[config.mk]
export PLATFORM = sky130hd
export DESIGN_NAME = tic_top
export DESIGN_NICKNAME = d
export VERILOG_FILES = /design/src/rtl/tic_pkg.sv /design/src/rtl/tic_edge_det.sv /design/src/rtl/tic_bus_dec.sv /design/src/rtl/tic_regs.sv /design/src/rtl/tic_top.sv
export SDC_FILE = /design/constraint.sdc
export NUM_CORES = 1
export LEC_CHECK = 0
export ABC_AREA = 1
export CELL_PAD_IN_SITES_DETAIL_PLACEMENT = 2
export CELL_PAD_IN_SITES_GLOBAL_PLACEMENT = 2
export CORE_MARGIN = 8
export CORE_UTILIZATION = 14
export DETAILED_ROUTE_END_ITERATION = 6
export PLACE_DENSITY = 0.91
export SLEW_MARGIN = 25
export SYNTH_ARGS = -nofsm -noshare
export SYNTH_HDL_FRONTEND = slang
export SYNTH_HIERARCHICAL = 1
export SYNTH_SLANG_ARGS = --single-unit
[constraint.sdc]
create_clock -name clk -period 1.7 [get_ports clk]
set_clock_uncertainty 0.1 [all_clocks]
set_input_delay 0.17 -clock clk [delete_from_list [all_inputs] [get_ports clk]]
set_output_delay 0.17 -clock clk [all_outputs]
set_load 0.1 [all_outputs]
[src/rtl/tic_pkg.sv]
package tic_pkg;
  // Bit positions inside the register word. Software decodes these.
  localparam int unsigned ST0_POS = 0;
  localparam int unsigned ST2_POS = 1;
  localparam int unsigned EN0_POS = 4;
  localparam int unsigned EN2_POS = 5;
  localparam int unsigned NCH     = 2;  // index 0 = timer channel 0, index 1 = timer channel 2

  typedef struct packed {
    logic [NCH-1:0] en;
    logic [NCH-1:0] st;
  } tic_state_t;

  // Interrupt request: any channel that has both its status and its enable set.
  function automatic logic irq_of(tic_state_t s);
    return |(s.st & s.en);
  endfunction
endpackage

[src/rtl/tic_edge_det.sv]
module tic_edge_det #(
  parameter int unsigned SYNC_STAGES = 2
) (
  input  logic clk,
  input  logic rst_n,
  input  logic din,
  output logic rise
);
  localparam int unsigned MSB = SYNC_STAGES - 1;

  logic [MSB:0] sync_q;
  logic         prev_q;

  generate
    if (SYNC_STAGES == 1) begin : g_one
      always_ff @(posedge clk or negedge rst_n)
        if (!rst_n) sync_q <= '0;
        else        sync_q <= din;
    end else begin : g_many
      always_ff @(posedge clk or negedge rst_n)
        if (!rst_n) sync_q <= '0;
        else        sync_q <= {sync_q[MSB-1:0], din};
    end
  endgenerate

  always_ff @(posedge clk or negedge rst_n)
    if (!rst_n) prev_q <= 1'b0;
    else        prev_q <= sync_q[MSB];

  assign rise = sync_q[MSB] & ~prev_q;

  // A held level yields a single pulse.
  assert_single_pulse_R6: assert property (@(posedge clk) disable iff (!rst_n)
    rise |=> !rise);
endmodule

[src/rtl/tic_bus_dec.sv]
module tic_bus_dec #(
  parameter int unsigned ADDR_W   = 16,
  parameter logic [ADDR_W-1:0] STAT_ADDR = 16'h4010,
  parameter logic [ADDR_W-1:0] CLR_ADDR  = 16'h4014
) (
  input  logic [ADDR_W-1:0] addr,
  input  logic              wr,
  input  logic              rd,
  output logic [1:0]        tog,      // [0] channel 0, [1] channel 2
  output logic              clr_req,
  output logic              word_rd
);
  logic hit_stat, hit_clr;

  assign hit_stat = (addr == STAT_ADDR);
  assign hit_clr  = (addr == CLR_ADDR);

  assign tog[0]  = wr & hit_stat;
  assign tog[1]  = wr & hit_clr;
  assign clr_req = rd & hit_clr;
  assign word_rd = rd & (hit_stat | hit_clr);
endmodule

[src/rtl/tic_regs.sv]
module tic_regs
  import tic_pkg::*;
(
  input  logic           clk,
  input  logic           rst_n,
  input  logic [NCH-1:0] rise,
  input  logic [NCH-1:0] tog,
  input  logic           clr_req,
  output tic_state_t     state
);
  generate
    for (genvar c = 0; c < NCH; c++) begin : g_ch
      always_ff @(posedge clk or negedge rst_n) begin
        if (!rst_n) begin
          state.st[c] <= 1'b0;
          state.en[c] <= 1'b0;
        end else begin
          // A set beats the clear in the same cycle.
          if (rise[c])      state.st[c] <= 1'b1;
          else if (clr_req) state.st[c] <= 1'b0;
          if (tog[c])       state.en[c] <= ~state.en[c];
        end
      end
    end
  endgenerate

  assert_edge_sets_R6: assert property (@(posedge clk) disable iff (!rst_n)
    (rise != '0) |=> ((state.st & $past(rise)) == $past(rise)));
  assert_clear_R7: assert property (@(posedge clk) disable iff (!rst_n)
    (clr_req && rise == '0) |=> (state.st == '0));
  assert_edge_wins_R8: assert property (@(posedge clk) disable iff (!rst_n)
    (clr_req && rise[0]) |=> state.st[0]);
  assert_toggle_R3: assert property (@(posedge clk) disable iff (!rst_n)
    tog[0] |=> (state.en[0] != $past(state.en[0])));
  assert_toggle_R4: assert property (@(posedge clk) disable iff (!rst_n)
    tog[1] |=> (state.en[1] != $past(state.en[1])));
  assert_en_hold_R5: assert property (@(posedge clk) disable iff (!rst_n)
    (tog == '0) |=> $stable(state.en));
endmodule

[src/rtl/tic_top.sv]
module tic_top
  import tic_pkg::*;
#(
  parameter int unsigned ADDR_W      = 16,
  parameter int unsigned DATA_W      = 32,
  parameter int unsigned SYNC_STAGES = 2,
  parameter logic [ADDR_W-1:0] STAT_ADDR = 16'h4010,
  parameter logic [ADDR_W-1:0] CLR_ADDR  = 16'h4014
) (
  input  logic              clk,
  input  logic              rst_n,
  input  logic              tmr0_out,
  input  logic              tmr2_out,
  input  logic [ADDR_W-1:0] bus_addr,
  input  logic              bus_wr,
  input  logic [DATA_W-1:0] bus_wdata,
  input  logic              bus_rd,
  output logic [DATA_W-1:0] bus_rdata,
  output logic              irq
);
  logic [NCH-1:0] tmr_in, rise, tog;
  logic           clr_req, word_rd;
  tic_state_t     state;

  assign tmr_in = {tmr2_out, tmr0_out};

  function automatic logic [DATA_W-1:0] pack_word(tic_state_t s);
    logic [DATA_W-1:0] w;
    w          = '0;
    w[ST0_POS] = s.st[0];
    w[ST2_POS] = s.st[1];
    w[EN0_POS] = s.en[0];
    w[EN2_POS] = s.en[1];
    return w;
  endfunction

  generate
    for (genvar c = 0; c < NCH; c++) begin : g_det
      tic_edge_det #(.SYNC_STAGES(SYNC_STAGES)) u_det (
        .clk (clk), .rst_n(rst_n), .din(tmr_in[c]), .rise(rise[c]));
    end
  endgenerate

  tic_bus_dec #(.ADDR_W(ADDR_W), .STAT_ADDR(STAT_ADDR), .CLR_ADDR(CLR_ADDR)) u_dec (
    .addr(bus_addr), .wr(bus_wr), .rd(bus_rd),
    .tog(tog), .clr_req(clr_req), .word_rd(word_rd));

  tic_regs u_regs (
    .clk(clk), .rst_n(rst_n), .rise(rise), .tog(tog),
    .clr_req(clr_req), .state(state));

  // The read word is captured before the clear takes effect.
  always_ff @(posedge clk or negedge rst_n)
    if (!rst_n)      bus_rdata <= '0;
    else if (bus_rd) bus_rdata <= word_rd ? pack_word(state) : '0;

  assign irq = irq_of(state);

  assert_irq_needs_en_R9: assert property (@(posedge clk) disable iff (!rst_n)
    (state.en == '0) |-> !irq);
  assert_irq_needs_st_R9: assert property (@(posedge clk) disable iff (!rst_n)
    (state.st == '0) |-> !irq);
  assert_read_clean_R2: assert property (@(posedge clk) disable iff (!rst_n)
    (bus_rd && !clr_req) |=> $stable(state.st) || ($past(rise) != '0));
  assert_rdata_upper_R2: assert property (@(posedge clk) disable iff (!rst_n)
    (bus_rdata & ~pack_word('1)) == '0);
endmodule

# Word-level counts from Yosys, hierarchy flattened
# Cells that the tools add are included.
dict set report classes {
  n_reduce_logical 3
  bitwise 12
  n_eq_ne 2
  n_mux 4
}
# op count
set ops {}
lappend ops {{$eq 16x15->1 const B} 2}
lappend ops {{$and 1x1->1} 6}
lappend ops {{$mux 6} 1}
lappend ops {{$not 1->1} 4}
lappend ops {{$reduce_bool 2->1} 2}
lappend ops {{$mux 1} 3}
lappend ops {{$and 2x2->2} 1}
lappend ops {{$reduce_or 2->1} 1}
lappend ops {{$or 1x1->1} 1}
dict set report word_totals {
  inputBits 54
  reg_bits 42
  wordCells 30
}

# Logic depth before layout (Yosys ltp)
# Gate-level depths: netlist of run 1.
dict set report logic_depth {
  word_depth 4
  mapped_depth 9
}

# Cells and area by module
# Netlist of run 1, hierarchy kept.
# mod n_inst cells_per_inst area_each_um2
set by_module_without_submodules {}
lappend by_module_without_submodules {tic_top 1 49 379.1}
lappend by_module_without_submodules {tic_edge_det 2 5 85.1}
lappend by_module_without_submodules {tic_regs 1 21 163.9}
lappend by_module_without_submodules {tic_bus_dec 1 28 128.9}

# Worst setup path before layout of run 1
# Ideal clock, no wire load.
dict set report synth_timing {
  kind {register to output}
  startpoint {register u_regs/state[3] (netlist name)}
  endpoint {output irq}
  setup_slack_ns 0.377
  required_time_ns 1.430
  path_stages_with_launch 3
  path_buffers 0
  t_arrival_ns 1.053
  cell_sequence {dfrtp_1 > nand2_1 > nand2_1}
}
dict set report synth_between {
  elab_chain_cells 2
}
# item line_no
set synth_rtl {}
lappend synth_rtl {{$and 2x2->2} tic_pkg.sv:16} ;# return |(s.st & s.en);
lappend synth_rtl {{$reduce_or 2->1} tic_pkg.sv:16}
lappend synth_rtl {{end, declared} tic_top.sv:19} ;# output logic irq
# Every way passes these cells.

# Worst setup path in the final report of run 1
dict set report layout_timing {
  startpoint {input bus_addr[4]}
  endpoint {register u_regs/state[3] (netlist name)}
}
dict set report layout_between {
  elab_chain_cells 2
}
# item line_no
set layout_rtl {}
lappend layout_rtl {{start, declared} tic_top.sv:14} ;# input logic [ADDR_W-1:0] bus_addr,
lappend layout_rtl {{$eq 16x15->1} tic_bus_dec.sv:16} ;# assign hit_clr = (addr == CLR_ADDR);
lappend layout_rtl {{$and 1x1->1} tic_bus_dec.sv:19} ;# assign tog[1] = wr & hit_clr;
lappend layout_rtl {{via tog[1]} tic_top.sv:21} ;# logic [NCH-1:0] tmr_in, rise, tog;
# The timed path passes the listed nets, and every way through them passes these cells.
# A chain may end at the register's enable or synchronous reset.

==> results_dict.tcl, run 1 <==
set metrics [dict create \
    startpoint_type "input port" \
    cts_root_buf "clkbuf_8" \
    n_antenna_cell 0 \
    max_stage_delay_ns 0.45 \
    drt_iter0_drc 9 \
    regArea_um2 350 \
    multi_input_area_um2 327 \
    rsz0062_at_grt "no" \
    path_class "in -> reg" \
    cpMaxStageDelayCell "clkdlybuf4s50_1" \
    cp-end-kind "flop" \
    clkSlewWorstSetupHoldPaths_ns 0.06 \
    drt_pass1_iterations 2 \
    power_density_mw_per_mm2 840 \
    coreArea_mm2 0.00585 \
    syn_area_um2 842 \
    peakVddDrop_mv 0.249 \
    grt_pass1_vias 816 \
    switching_share 0.412 \
    seq_area_frac_synth 0.416 \
    setup_viol 0 \
    hpwl_um 2020 \
    timing.final.crit_share 0.775 \
    p_leak_nw 0.588 \
    via_count 675 \
    period_needed_ns 1.32 \
    hold_viol 0 \
    ant_nets 0 \
    synth_cells 108 \
    route.detailed.drc 0 \
    synth_seq_cells 14 \
    clkPwrFrac 0.317 \
    p_seq_frac 0.338 \
    viasPerCell 3.15 \
    syn_avg_cell_area_um2 7.80 \
    timing.max_cap.violations 0 \
    timing.rr.end "u_regs/state[3]$_DFFE_PN0P_" \
    grt_util_all_layers 0.0533 \
    nets 194 \
    finalMaxSlewViolations 0 \
    status "finished clean" \
    avgRoutedWirePerCell_um 10.8 \
    worstPathRequired_ns 1.74 \
    min_path_type "in -> async" \
    timing.fmax_mhz 759 \
    rr_worst_depth 2 \
    grt_max_degree 15 \
    die_x_um 93.6 \
    r2r_slack_ns 0.92 \
    cp_cell_sequence "clkdlybuf4s50_1 -> inv_1 -> nor2_1 -> nand2_1 -> nor2_2 -> nand2_1 -> nor2_1 -> inv_1 -> nand2_1 -> nand2_1" \
    die_area_mm2 0.00875 \
    pin_count 87 \
    crit_path_start "bus_addr[4]" \
    path_max_fanout 2 \
    grt_antenna_before_repair 0 \
    reg2reg_from "u_regs/state[3]$_DFFE_PN0P_" \
    die_h_um 93.6 \
    fin_tns_setup_ns 0 \
    nFillCells 684 \
    grt_overflow 0 \
    cts_buffers 3 \
    worst_hold_slack_ns 0.142 \
    start_util 0.144 \
    cts_hold_buf 0 \
    crit_end "u_regs/state[3]$_DFFE_PN0P_" \
    ys_types 11 \
    internal-power_uw 597 \
    routed_wl_um 2310 \
    cpMostUsedCell "nand2_1" \
    cts_max_level 1 \
    cts_tree "built" \
    clkSinkCount 14 \
    port_buffers 26 \
    grt_pass1_wl_um 3660 \
    drive_above_1_share 0.137 \
    num_rows 28 \
    gp_congestion 0.703 \
    insertion_delay_ns 0.24 \
    cts_setup_buffers 0 \
    switchingPower_uw 418 \
    areaGrowthSynthToFinish_pct 43.4 \
    clock_path_buffers 2 \
    combPwrFrac 0.345 \
    cts_resized 0 \
    yosysWarnings 6 \
    crit_arrival_ns 1.35 \
]
## layer usage
layer,part of all wire,global-route usage,up-vias
li1,-,-,322
met1,0.32,0.0447,324
met2,0.59,0.107,25
met3,0.062,0.0128,4
met4,0.023,0.0357,0
met5,0,0,-
## worst min-delay path by stage
stage,from,to,depth (start not counted)
finish,rst_n,bus_rdata[5]$_DFFE_PN0P_,2
floorplan,rst_n,bus_rdata[0]$_DFFE_PN0P_,0
CTS,rst_n,bus_rdata[4]$_DFFE_PN0P_,2
global route,rst_n,bus_rdata[5]$_DFFE_PN0P_,2
detailed placement,g_det[1].u_det/sync_q[0]$_DFF_PN0_,g_det[1].u_det/sync_q[1]$_DFF_PN0_,0
global placement,g_det[1].u_det/sync_q[0]$_DFF_PN0_,g_det[1].u_det/sync_q[1]$_DFF_PN0_,0
## layout make-up
class,instances,area share
clock buffer,4,0.0456
inverter,15,0.0466
multi-input combinational,78,0.270
sequential,14,0.290
tap,75,0.0777
timing repair buffer,28,0.269
## power groups by stage
| stage | combinational, mW | sequential [mW] | clock [mW] |
|---|---|---|---|
| after detailed placement | 0.348 | 0.350 | 0 |
| after global placement | 0.345 | 0.349 | 0 |
| final | 0.350 | 0.343 | 0.321 |
| after floorplan | 0.333 | 0.349 | 0 |
| after global routing | 0.361 | 0.344 | 0.350 |
| after CTS | 0.348 | 0.344 | 0.335 |
## cell usage after synthesis
master | instances | area, µm²
inv_2 | 1 | 3.75
nor2_2 | 5 | 31.3
conb_1 | 1 | 3.75
inv_1 | 14 | 52.6
buf_4 | 28 | 210
nand3_2 | 1 | 10.0
dfrtp_1 | 14 | 350
nand3_1 | 6 | 30.0
nor2_4 | 1 | 11.3
nor2_1 | 9 | 33.8
nand2_1 | 28 | 105
## sequential cells by signal (all words and copies together) (netlist names)
name and flops:
g_det.u_det/sync_q 4, g_det.u_det/prev_q 2, u_regs/state 4, bus_rdata 4
## stage by stage
stage                     power, mW  utilization  instances  setup WS [ns]  cell area, µm²
final                          1.01        0.206        214          0.382            1210
after global routing           1.06        0.206        214          0.246            1210
after CTS                      1.03        0.206        214          0.381            1210
after detailed placement      0.697        0.197        210          0.134            1150
after global placement        0.694        0.197        210          0.195            1150
after floorplan               0.682            -        135          0.377             943
## worst max-delay path: cells and delay by family
family        cells  cell delay [ns]
simple gates      7             0.64
buf+inv           3             0.56
## logic make-up (layout without fill, tap and decap cells)
kind of cell  after synthesis  count (layout)  share of synthesized area
simple gates               50              50                      0.263
buf+inv                    43              47                      0.316
flops                      14              14                      0.416
other cells                 1              28                    0.00445
## cell usage in the layout, fill, tap and decap left out
cell type / netlist / routed
buf_12: 0 / 5
buf_4: 28 / 2
clkbuf_8: 0 / 4
clkdlybuf4s50_1: 0 / 21
conb_1: 1 / 28
dfrtp_1: 14 / 14
inv_1: 14 / 14
inv_2: 1 / 1
nand2_1: 28 / 28
nand3_1: 6 / 6
nand3_2: 1 / 1
nor2_1: 9 / 9
nor2_2: 5 / 5
nor2_4: 1 / 1
(Power assumes the default switching activity.)
==> run 2: changes to the inputs <==
Settings changed: CORE_UTILIZATION 14 to 13, PLACE_DENSITY 0.91 to 0.86.
Clock period 1.7 ns to 1.3 ns, I/O delays scaled along.
==> run 2 against run 1 <==
Compared with the run above:
- sequential cell count did not move
- design area rose by 5.4%
- hold slack got worse by 0.042 ns
- highest routed layer unchanged
- clock power rose by 33%
- sequential power rose by 31%
- core utilization fell by 0.48 points
- global-route usage fell by 0.53 points
- final cell count rose by 1.9%
- worst setup slack got worse by 0.33 ns
- largest power group unchanged
- power rose by 32%
==> results_dict.tcl, run 2 (synthesis gave the netlist of run 1 again) <==
set metrics [dict create \
    status "finished clean" \
    n_antenna_cell 0 \
    start_util 0.133 \
    die_h_um 96.5 \
    num_rows 29 \
    use_met2 0.0975 \
    clock_path_buffers 2 \
    drt_iter0_drc 4 \
    insertion_delay_ns 0.24 \
    layout_common_cells "conb_1 (28), nand2_1 (25), clkdlybuf4s50_1 (15)" \
    power_density_mw_per_mm2 1050 \
    top_usage_layer "met2" \
    p_leak_nw 0.654 \
    coreArea_mm2 0.00631 \
    grt_pass1_wl_um 3470 \
    route.detailed.drc 0 \
    timing.max_cap.violations 0 \
    port_buffers 26 \
    gp_congestion 0.689 \
    clkSlewWorstSetupHoldPaths_ns 0.06 \
    grt_overflow 0 \
    path_max_fanout 3 \
    cts_max_level 1 \
    use_met1 0.0423 \
    finalMaxSlewViolations 0 \
    die_area_mm2 0.00931 \
    path_class "reg -> out" \
    crit_path_start "u_regs/state[0]$_DFFE_PN0P_" \
    reg2reg_from "u_regs/state[2]$_DFFE_PN0P_" \
    grt_util_all_layers 0.0481 \
    areaGrowthSynthToFinish_pct 51.1 \
    cp-end-kind "output pin" \
    timing.rr.end "bus_rdata[4]$_DFFE_PN0P_" \
    viasPerCell 3.14 \
    cts_buffers 3 \
    drt_pass1_iterations 4 \
    final_common_cell "conb_1" \
    via_count 685 \
    pin_count 87 \
    nFillCells 755 \
    grt_pass1_vias 794 \
    routed_wl_um 2390 \
    grt_max_degree 15 \
    startpoint_type "flop" \
    worstPathRequired_ns 1.07 \
    fin_tns_setup_ns 0 \
    combPwrFrac 0.345 \
    die_x_um 96.5 \
    timing.final.crit_share 0.956 \
    worst_hold_slack_ns 0.100 \
    clkSinkCount 14 \
    switching_share 0.417 \
    fin_total_pwr_mw 1.34 \
    timing.fmax_mhz 805 \
    cts_hold_buf 0 \
    crit_end "irq" \
    switchingPower_uw 557 \
    internal-power_uw 779 \
    ant_nets 0 \
    clkPwrFrac 0.319 \
    p_seq_frac 0.336 \
    min_path_type "in -> async" \
    met3_usage 0.0147 \
    drive_above_1_share 0.220 \
    grt_antenna_before_repair 0 \
    period_needed_ns 1.24 \
    cts_tree "built" \
    setup_viol 0 \
    rr_worst_depth 3 \
    nets 196 \
    hold_viol 0 \
    crit_arrival_ns 1.01 \
    r2r_slack_ns 0.41 \
    avgRoutedWirePerCell_um 11.0 \
    hpwl_um 1950 \
    cts_root_buf "clkbuf_8" \
    peakVddDrop_mv 0.383 \
]
==> run 2: per-stage QoR <==
stage / setup WS (ns) / cell area (µm²) / std cells / util
2_1_floorplan: 0.0167 / 943 / 135 / -
3_3_place_gp: -0.173 / 1150 / 212 / 0.183
3_5_place_dp: -0.238 / 1150 / 212 / 0.183
4_1_cts: 0.0170 / 1220 / 217 / 0.193
5_1_grt: -0.0233 / 1270 / 218 / 0.202
6_report: 0.0571 / 1270 / 218 / 0.202
==> run 2: final cells by class <==
class,count,area [µm²],share of cell area
clock buffers,4,55.1,0.0433
inverters,15,56.3,0.0442
multi-input cells,78,359,0.282
flip-flops and latches,14,350,0.275
well taps,77,96.3,0.0757
repair buffers,30,355,0.279
==> run 2: worst min path at each step <==
stage / end / slack [ns]
after global placement: g_det[1].u_det/sync_q[1]$_DFF_PN0_ / 0.23
after CTS: bus_rdata[5]$_DFFE_PN0P_ / 0.11
after detailed placement: g_det[1].u_det/sync_q[1]$_DFF_PN0_ / 0.24
after floorplan: bus_rdata[0]$_DFFE_PN0P_ / -0.27
final: u_regs/state[1]$_DFFE_PN0P_ / 0.10
after global routing: bus_rdata[0]$_DFFE_PN0P_ / 0.11
==> run 2: worst max-delay path: stages, from the launching register on <==
cell     delay [ns]
dfrtp_1        0.40
nand2_1        0.09
nand2_1        0.10
buf_12         0.18
==> run 2: repair_timing <==
| item | in CTS | in global routing |
|---|---|---|
| endpoints found under the setup margin | 1 | 9 |
| pin swaps | 0 | 12 |
| resized for setup | 0 | 18 |
| buffers inserted | 1 | 1 |
==> run 2: routing by layer <==
| layer | wire, µm | vias to the layer above | part of all wire |
|---|---|---|---|
| met5 | 0 | - | 0 |
| met4 | 34 | 0 | 0.014 |
| met3 | 126 | 2 | 0.053 |
| met2 | 1450 | 22 | 0.61 |
| met1 | 783 | 336 | 0.33 |
| li1 | - | 325 | - |
==> run 2: power groups by stage <==
stage | sequential (mW) | combinational (mW) | clock (mW)
6_report | 0.449 | 0.461 | 0.426
5_1_grt | 0.450 | 0.476 | 0.447
4_1_cts | 0.449 | 0.455 | 0.431
3_5_place_dp | 0.457 | 0.454 | 0
3_3_place_gp | 0.457 | 0.451 | 0
2_1_floorplan | 0.456 | 0.435 | 0
